**config.mk**
```make
export PLATFORM = sky130hd
export DESIGN_NAME = intr_accept_unit
export DESIGN_NICKNAME = d
export VERILOG_FILES = /design/src/rtl/iau_pkg.sv /design/src/rtl/iau_top_scan.sv /design/src/rtl/iau_prio.sv /design/src/rtl/intr_accept_unit.sv
export SDC_FILE = /design/constraint.sdc
export NUM_CORES = 2
export LEC_CHECK = 0
export BUFFER_PORTS_ARGS = -buffer_cell sky130_fd_sc_hd__buf_4
export CAP_MARGIN = 10
export CORE_ASPECT_RATIO = 1.5
export CORE_MARGIN = 4
export CORE_UTILIZATION = 45
export CTS_BUF_LIST = sky130_fd_sc_hd__clkbuf_2 sky130_fd_sc_hd__clkbuf_4 sky130_fd_sc_hd__clkbuf_8
export CTS_CLUSTER_SIZE = 24
export DETAILED_ROUTE_END_ITERATION = 12
export PLACE_DENSITY_LB_ADDON = 0.2
export SLEW_MARGIN = 20
export SYNTH_ARGS = -nofsm -noshare
export SYNTH_HDL_FRONTEND = slang
export SYNTH_SLANG_ARGS = --single-unit
```
**constraint.sdc**
```tcl
create_clock -name clk -period 6.7 [get_ports clk]
set_input_delay 0.335 -clock clk [delete_from_list [all_inputs] [get_ports clk]]
set_output_delay 0.335 -clock clk [all_outputs]
set_load 0.01 [all_outputs]
```
**src/rtl/iau_pkg.sv**
```systemverilog
package iau_pkg;
   localparam logic [7:0] IDX_TPR      = 8'h08;
   localparam logic [7:0] IDX_PPR      = 8'h0A;
   localparam logic [7:0] IDX_SVR      = 8'h0F;
   localparam logic [7:0] IDX_ISR_BASE = 8'h10;
   localparam logic [7:0] IDX_TMR_BASE = 8'h18;
   localparam logic [7:0] IDX_IRR_BASE = 8'h20;
endpackage

```
**src/rtl/iau_top_scan.sv**
```systemverilog
module iau_top_scan #(
   parameter int NBITS = 256,
   parameter int SEG_W = 32
) (
   input  logic [NBITS-1:0]         bits_i,
   output logic                     any_o,
   output logic [$clog2(NBITS)-1:0] idx_o
);
   localparam int IDX_W = $clog2(NBITS);

   initial begin
      assert (NBITS == (1 << IDX_W)) else $error("NBITS must be a power of two");
   end

   assign any_o = |bits_i;

   generate
      if (NBITS > SEG_W) begin : g_two
         localparam int NSEG   = NBITS / SEG_W;
         localparam int SEG_IW = $clog2(SEG_W);
         localparam int SEG_NW = $clog2(NSEG);
         logic [NSEG-1:0]   seg_any;
         logic [SEG_IW-1:0] seg_idx [NSEG];
         logic [SEG_NW-1:0] top_seg;
         logic [SEG_IW-1:0] top_lo;

         for (genvar s = 0; s < NSEG; s++) begin : g_seg
            logic [SEG_IW-1:0] loc;
            always_comb begin
               loc = '0;
               for (int b = 0; b < SEG_W; b++)
                  if (bits_i[s*SEG_W+b]) loc = SEG_IW'(b);
            end
            assign seg_any[s] = |bits_i[s*SEG_W +: SEG_W];
            assign seg_idx[s] = loc;
         end

         always_comb begin
            top_seg = '0;
            top_lo  = seg_idx[0];
            for (int s = 0; s < NSEG; s++)
               if (seg_any[s]) begin
                  top_seg = SEG_NW'(s);
                  top_lo  = seg_idx[s];
               end
         end
         assign idx_o = {top_seg, top_lo};
      end else begin : g_flat
         always_comb begin
            idx_o = '0;
            for (int b = 0; b < NBITS; b++)
               if (bits_i[b]) idx_o = IDX_W'(b);
         end
      end
   endgenerate
endmodule

```
**src/rtl/iau_prio.sv**
```systemverilog
module iau_prio #(
   parameter int VEC_W   = 8,
   parameter int CLS_LSB = 4
) (
   input  logic             sw_en,
   input  logic [VEC_W-1:0] tpr,
   input  logic             isr_any,
   input  logic [VEC_W-CLS_LSB-1:0] isr_cls,
   input  logic             irr_any,
   input  logic [VEC_W-CLS_LSB-1:0] irr_cls,
   output logic [VEC_W-1:0] ppr,
   output logic             req
);
   localparam int CLS_W = VEC_W - CLS_LSB;

   logic [CLS_W-1:0] svc_cls;
   logic [CLS_W-1:0] tpr_cls;

   assign svc_cls = isr_any ? isr_cls : '0;
   assign tpr_cls = tpr[VEC_W-1:CLS_LSB];
   assign ppr     = (tpr_cls >= svc_cls) ? tpr : {svc_cls, {CLS_LSB{1'b0}}};
   assign req     = sw_en && irr_any &&
                    ((ppr == '0) || (irr_cls > ppr[VEC_W-1:CLS_LSB]));
endmodule

```
**src/rtl/intr_accept_unit.sv**
```systemverilog
module intr_accept_unit
   import iau_pkg::*;
#(
   parameter int VEC_W   = 8,
   parameter int CLS_LSB = 4,
   parameter int WORD_W  = 32,
   parameter int ADDR_W  = 8,
   parameter int DATA_W  = 32
) (
   input  logic              clk,
   input  logic              rst_n,
   input  logic              set_valid,
   input  logic [VEC_W-1:0]  set_vector,
   input  logic              set_level,
   output logic              irq_req,
   input  logic              ack_req,
   output logic              ack_done,
   output logic [VEC_W-1:0]  ack_vector,
   input  logic              eoi,
   input  logic              reg_we,
   input  logic [ADDR_W-1:0] reg_addr,
   input  logic [DATA_W-1:0] reg_wdata,
   output logic [DATA_W-1:0] reg_rdata
);
   localparam int NVEC   = 1 << VEC_W;
   localparam int NWORDS = NVEC / WORD_W;
   localparam int SVR_W  = VEC_W + 1;
   localparam logic [SVR_W-1:0] SVR_RST = SVR_W'((1 << VEC_W) - 1);

   initial begin
      assert (VEC_W >= 6 && VEC_W <= 8) else $error("VEC_W out of range");
      assert (CLS_LSB > 0 && CLS_LSB < VEC_W) else $error("bad CLS_LSB");
      assert (NVEC % WORD_W == 0) else $error("WORD_W must divide vector count");
      assert (DATA_W >= WORD_W && DATA_W > SVR_W) else $error("DATA_W too small");
      assert (ADDR_W >= 8) else $error("ADDR_W too small");
   end

   logic [NVEC-1:0]  irr, isr, tmr;
   logic [NVEC-1:0]  irr_n, isr_n, tmr_n;
   logic [VEC_W-1:0] tpr;
   logic [SVR_W-1:0] svr;
   logic             irr_any, isr_any;
   logic [VEC_W-1:0] irr_hi, isr_hi;
   logic [VEC_W-1:0] ppr;
   logic             ack_take;
   logic [VEC_W-1:0] ack_sel;
   logic             wdata_unused;

   assign wdata_unused = ^reg_wdata[DATA_W-1:SVR_W];

   iau_top_scan #(.NBITS(NVEC), .SEG_W(WORD_W)) u_irr_scan (
      .bits_i(irr), .any_o(irr_any), .idx_o(irr_hi));
   iau_top_scan #(.NBITS(NVEC), .SEG_W(WORD_W)) u_isr_scan (
      .bits_i(isr), .any_o(isr_any), .idx_o(isr_hi));

   iau_prio #(.VEC_W(VEC_W), .CLS_LSB(CLS_LSB)) u_prio (
      .sw_en   (svr[VEC_W]),
      .tpr     (tpr),
      .isr_any (isr_any),
      .isr_cls (isr_hi[VEC_W-1:CLS_LSB]),
      .irr_any (irr_any),
      .irr_cls (irr_hi[VEC_W-1:CLS_LSB]),
      .ppr     (ppr),
      .req     (irq_req));

   assign ack_take = irr_any && !((tpr != '0) && (irr_hi <= tpr));
   assign ack_sel  = ack_take ? irr_hi : svr[VEC_W-1:0];

   always_comb begin
      irr_n = irr;
      isr_n = isr;
      tmr_n = tmr;
      if (eoi && isr_any) isr_n[isr_hi] = 1'b0;
      if (ack_req && ack_take) begin
         irr_n[irr_hi] = 1'b0;
         isr_n[irr_hi] = 1'b1;
      end
      if (set_valid) begin
         irr_n[set_vector] = 1'b1;
         tmr_n[set_vector] = set_level;
      end
   end

   always_ff @(posedge clk or negedge rst_n) begin
      if (!rst_n) begin
         irr        <= '0;
         isr        <= '0;
         tmr        <= '0;
         tpr        <= '0;
         svr        <= SVR_RST;
         ack_done   <= 1'b0;
         ack_vector <= '0;
      end else begin
         irr      <= irr_n;
         isr      <= isr_n;
         tmr      <= tmr_n;
         ack_done <= ack_req;
         if (ack_req) ack_vector <= ack_sel;
         if (reg_we && reg_addr == ADDR_W'(IDX_TPR)) tpr <= reg_wdata[VEC_W-1:0];
         if (reg_we && reg_addr == ADDR_W'(IDX_SVR)) svr <= reg_wdata[SVR_W-1:0];
      end
   end

   always_comb begin
      reg_rdata = '0;
      if (reg_addr == ADDR_W'(IDX_TPR)) reg_rdata = DATA_W'(tpr);
      if (reg_addr == ADDR_W'(IDX_PPR)) reg_rdata = DATA_W'(ppr);
      if (reg_addr == ADDR_W'(IDX_SVR)) reg_rdata = DATA_W'(svr);
      for (int w = 0; w < NWORDS; w++) begin
         if (reg_addr == ADDR_W'(IDX_ISR_BASE) + ADDR_W'(w))
            reg_rdata = DATA_W'(isr[w*WORD_W +: WORD_W]);
         if (reg_addr == ADDR_W'(IDX_TMR_BASE) + ADDR_W'(w))
            reg_rdata = DATA_W'(tmr[w*WORD_W +: WORD_W]);
         if (reg_addr == ADDR_W'(IDX_IRR_BASE) + ADDR_W'(w))
            reg_rdata = DATA_W'(irr[w*WORD_W +: WORD_W]);
      end
   end
endmodule

```
==> impl_metrics.tcl <==
set metrics [dict create \
    synthesis.nets 5167 \
    finalCriticalPeriod_ps 6602 \
    drv_slew 0 \
    synthMuxAreaShare_pct 6.704 \
    syn_inst 5096 \
    yosysWarnings 0 \
    io-pin-count 97 \
    grt_first_pass_wirelength_um 375600 \
    portBuffers 73 \
    worst_pin_slew_ps 1393 \
    synth_most_common_cell "dfrtp_1" \
    drive_gt1_share_pct 19.92 \
    hold_path.class "input port to async pin" \
    synth_area_leaders "dfrtp_1 (43%), mux2_2 (6.5%), nor2_1 (4.7%), o31ai_1 (4.7%), nand2_1 (4.2%)" \
    yosysTopAreaCell "dfrtp_1" \
    crit_arrival_ps 6270 \
    synthSimpleGateAreaFrac_pct 19.35 \
    critical_path_class "flop to output port" \
    crit_family "compound AO/OA/AOI/OAI gates" \
    cts_tree "done" \
    maxClockFrequency_mhz 151.5 \
    cts_root_buffer "clkbuf_8" \
    ys_ff_latch 794 \
    num_vias 50578 \
    wl_per_cell_um 40.03 \
    setup_tns_ps 0 \
    wl_met2_um 115900 \
    rsz0062_at_grt "false" \
    setup_violations 0 \
    die-area_um2 105800 \
    ff_latch_area_um2 19880 \
    required_ps 6360 \
    drc_errors 0 \
    die_x_um 266.9 \
    synth_top_cells_by_count "dfrtp_1 (786), nor2_1 (566), nand2_1 (510)" \
    async_flop_share_pct 100.0 \
    clk_pin_slew_ps 60 \
    cts_max_path_buffers 3 \
    fp.dieH_um 396.3 \
    place.gp.congestion 1.107 \
    core_um2 99850 \
    wl_met1_um 84270 \
    rows 142 \
    routed_wl_um 271600 \
    multi_input_area_um2 24010 \
    clk_latency_ps 890 \
    status "finished clean" \
    drtPass1Iterations 12 \
    synthDistinctLibCells 97 \
    fin_crit_sh_pct 98.54 \
    ys_seq_area_share_pct 43.94 \
    cp-end-kind "output port" \
    routed.top_layer "met5" \
    post-dp-hpwl_um 194000 \
    antenna_found_initial 28 \
    route.met3.wl_um 32240 \
    synth-compound-area-share_pct 25.59 \
    r2r_setup_slack_ps 140 \
    grt_max_degree 146 \
    power_density_nw_per_um2 476.7 \
    avgSynthCellArea_um2 8.878 \
    cap_viol_max_count 0 \
    viasPerCell 7.453 \
    synthAdderAreaFrac_pct 0.4425 \
    drt_iter0_drc 7589 \
    htree_levels 4 \
    skew_ps 44.61 \
    crit_buf_inv 3 \
    grt_pass1_vias 49098 \
    cp_slowest_cell "dfrtp_1" \
    cp_max_fo 9 \
    finalHoldViolCount 0 \
    detail-route-antenna-nets 0 \
    cp-start-kind "flop" \
    critPathMostFrequentCell "buf_4" \
    synthDominantCellAreaShare_pct 43.47 \
    fillers 9484 \
    grt_remaining_overflow 0 \
    numCtsBuffers 134 \
    worstPathCellList "nor4_4 -> buf_4 -> nand4_1 -> or2_4 -> a2111o_1 -> a41o_2 -> and2_1 -> ha_1 -> nand2b_1 -> a21o_1 -> a21o_1 -> a21oi_2 -> buf_4 -> and3_1 -> a221oi_1 -> o21ai_0 -> o221ai_1 -> a31oi_2 -> a211o_1 -> buf_4" \
    max-slew-margin-rel_pct 6.790 \
    slowest_delay_ps 470 \
    synth_edf_count 0 \
    irDropWorstVdd_mv 0.8756 \
    area_delta_synth_final_pct 16.47 \
    synth_top_family_by_area "compound AO/OA/AOI/OAI gates" \
    p_leak_nw 23.45 \
    ys.flop_type "dfrtp_1" \
    syn_area_um2 45240 \
    synth-xor-area-share_pct 0 \
    initial_utilization_pct 45.31 \
    holdWs_ps 64.97 \
    clock_sinks 794 \
    grt_usage_pct 50.41 \
    nets 5438 \
]
[per-stage QoR]
stage	worst slack, ps	power, mW	instance area [um2]	std cells	utilization [%]
2_1_floorplan	1579	10.85	45240	5096	-
3_3_place_gp	454.3	18.76	49310	6506	49.38
3_5_place_dp	485.6	18.79	49310	6506	49.38
4_1_cts	16.61	23.61	52380	6763	52.46
5_1_grt	13.66	24.79	52660	6771	52.73
6_report	97.87	25.12	52690	6786	52.77
[timing repair]
item                                    in CTS  in global routing
gates resized for setup                      4                 27
pin swaps                                    0                  3
endpoints found under the hold margin      120                  0
buffers inserted                             0                  3
endpoints found under the setup margin       6                 15
hold buffers                                16                  0
[metal layers]
| layer | vias up | global-route usage (%) |
|---|---|---|
| li1 | 19876 | - |
| met1 | 24501 | 52.82 |
| met2 | 4424 | 75.09 |
| met3 | 1767 | 17.82 |
| met4 | 10 | 53.94 |
| met5 | - | 0.5126 |
[final cells by class]
| class | instances | share of cell area (%) |
|---|---|---|
| multi-input cells | 3842 | 45.56 |
| flip-flops and latches | 794 | 37.73 |
| repair buffers | 466 | 7.145 |
| clock buffers | 207 | 4.861 |
| well taps | 1296 | 3.077 |
| inverters | 129 | 0.9237 |
| clock inverters | 34 | 0.6197 |
| diodes | 18 | 0.08548 |
[sequential cells by signal (all words and copies together) (netlist names)]
signal	count
isr	256
ack_done	1
tmr	256
tpr	8
irr	256
svr	9
ack_vector	8
[path summary, 6_finish.rpt]
path                           from  cells past startpoint      endpoint
hold reg to reg            tmr[223]                      1      tmr[223]
setup / recovery           isr[231]                     20  reg_rdata[7]
max in group asynchronous     rst_n                      3       irr[14]
setup reg to reg           irr[166]                     21      irr[112]
min in group clk             reg_we                      3        svr[4]
hold / removal                rst_n                      2      irr[224]
[logic make-up after synthesis]
group	Yosys count
adder cells (fa/ha/maj)	16
AO/OA/AOI/OAI	1707
flip-flops	794
multiplexers	270
AND/OR/NAND/NOR	1849
buffers and inverters	460
[placed cells by master, fill, tap and decap left out, types with 30 or more instances in the layout]
| cell | n |
|---|---|
| a222oi_1 | 53 |
| o31ai_1 | 281 |
| or4_1 | 30 |
| nand2_1 | 504 |
| a211oi_1 | 45 |
| inv_1 | 125 |
| nor2b_1 | 31 |
| o211ai_1 | 33 |
| buf_4 | 430 |
| clkbuf_4 | 47 |
| o22ai_1 | 77 |
| a221oi_1 | 78 |
| clkbuf_8 | 162 |
| nor2_1 | 549 |
| nand2b_1 | 62 |
| a31oi_1 | 73 |
| o21ai_1 | 218 |
| nor3_1 | 165 |
| mux2_2 | 263 |
| dfrtp_1 | 785 |
| a22oi_1 | 41 |
| o21ai_0 | 238 |
| nor4_1 | 131 |
| nand4_1 | 39 |
| a21oi_1 | 188 |
| o221ai_1 | 57 |
| a21o_1 | 129 |
| nand3_1 | 120 |
[power breakdown]
group	internal, mW	leakage (nW)	total (mW)	switching (mW)
Clock	2.64	1.54	4.87	2.24
Combinational	2.73	11.4	14.1	11.3
Sequential	5.30	10.5	6.19	0.888
Total	10.7	23.4	25.1	14.4
(Power assumes the default switching activity.)
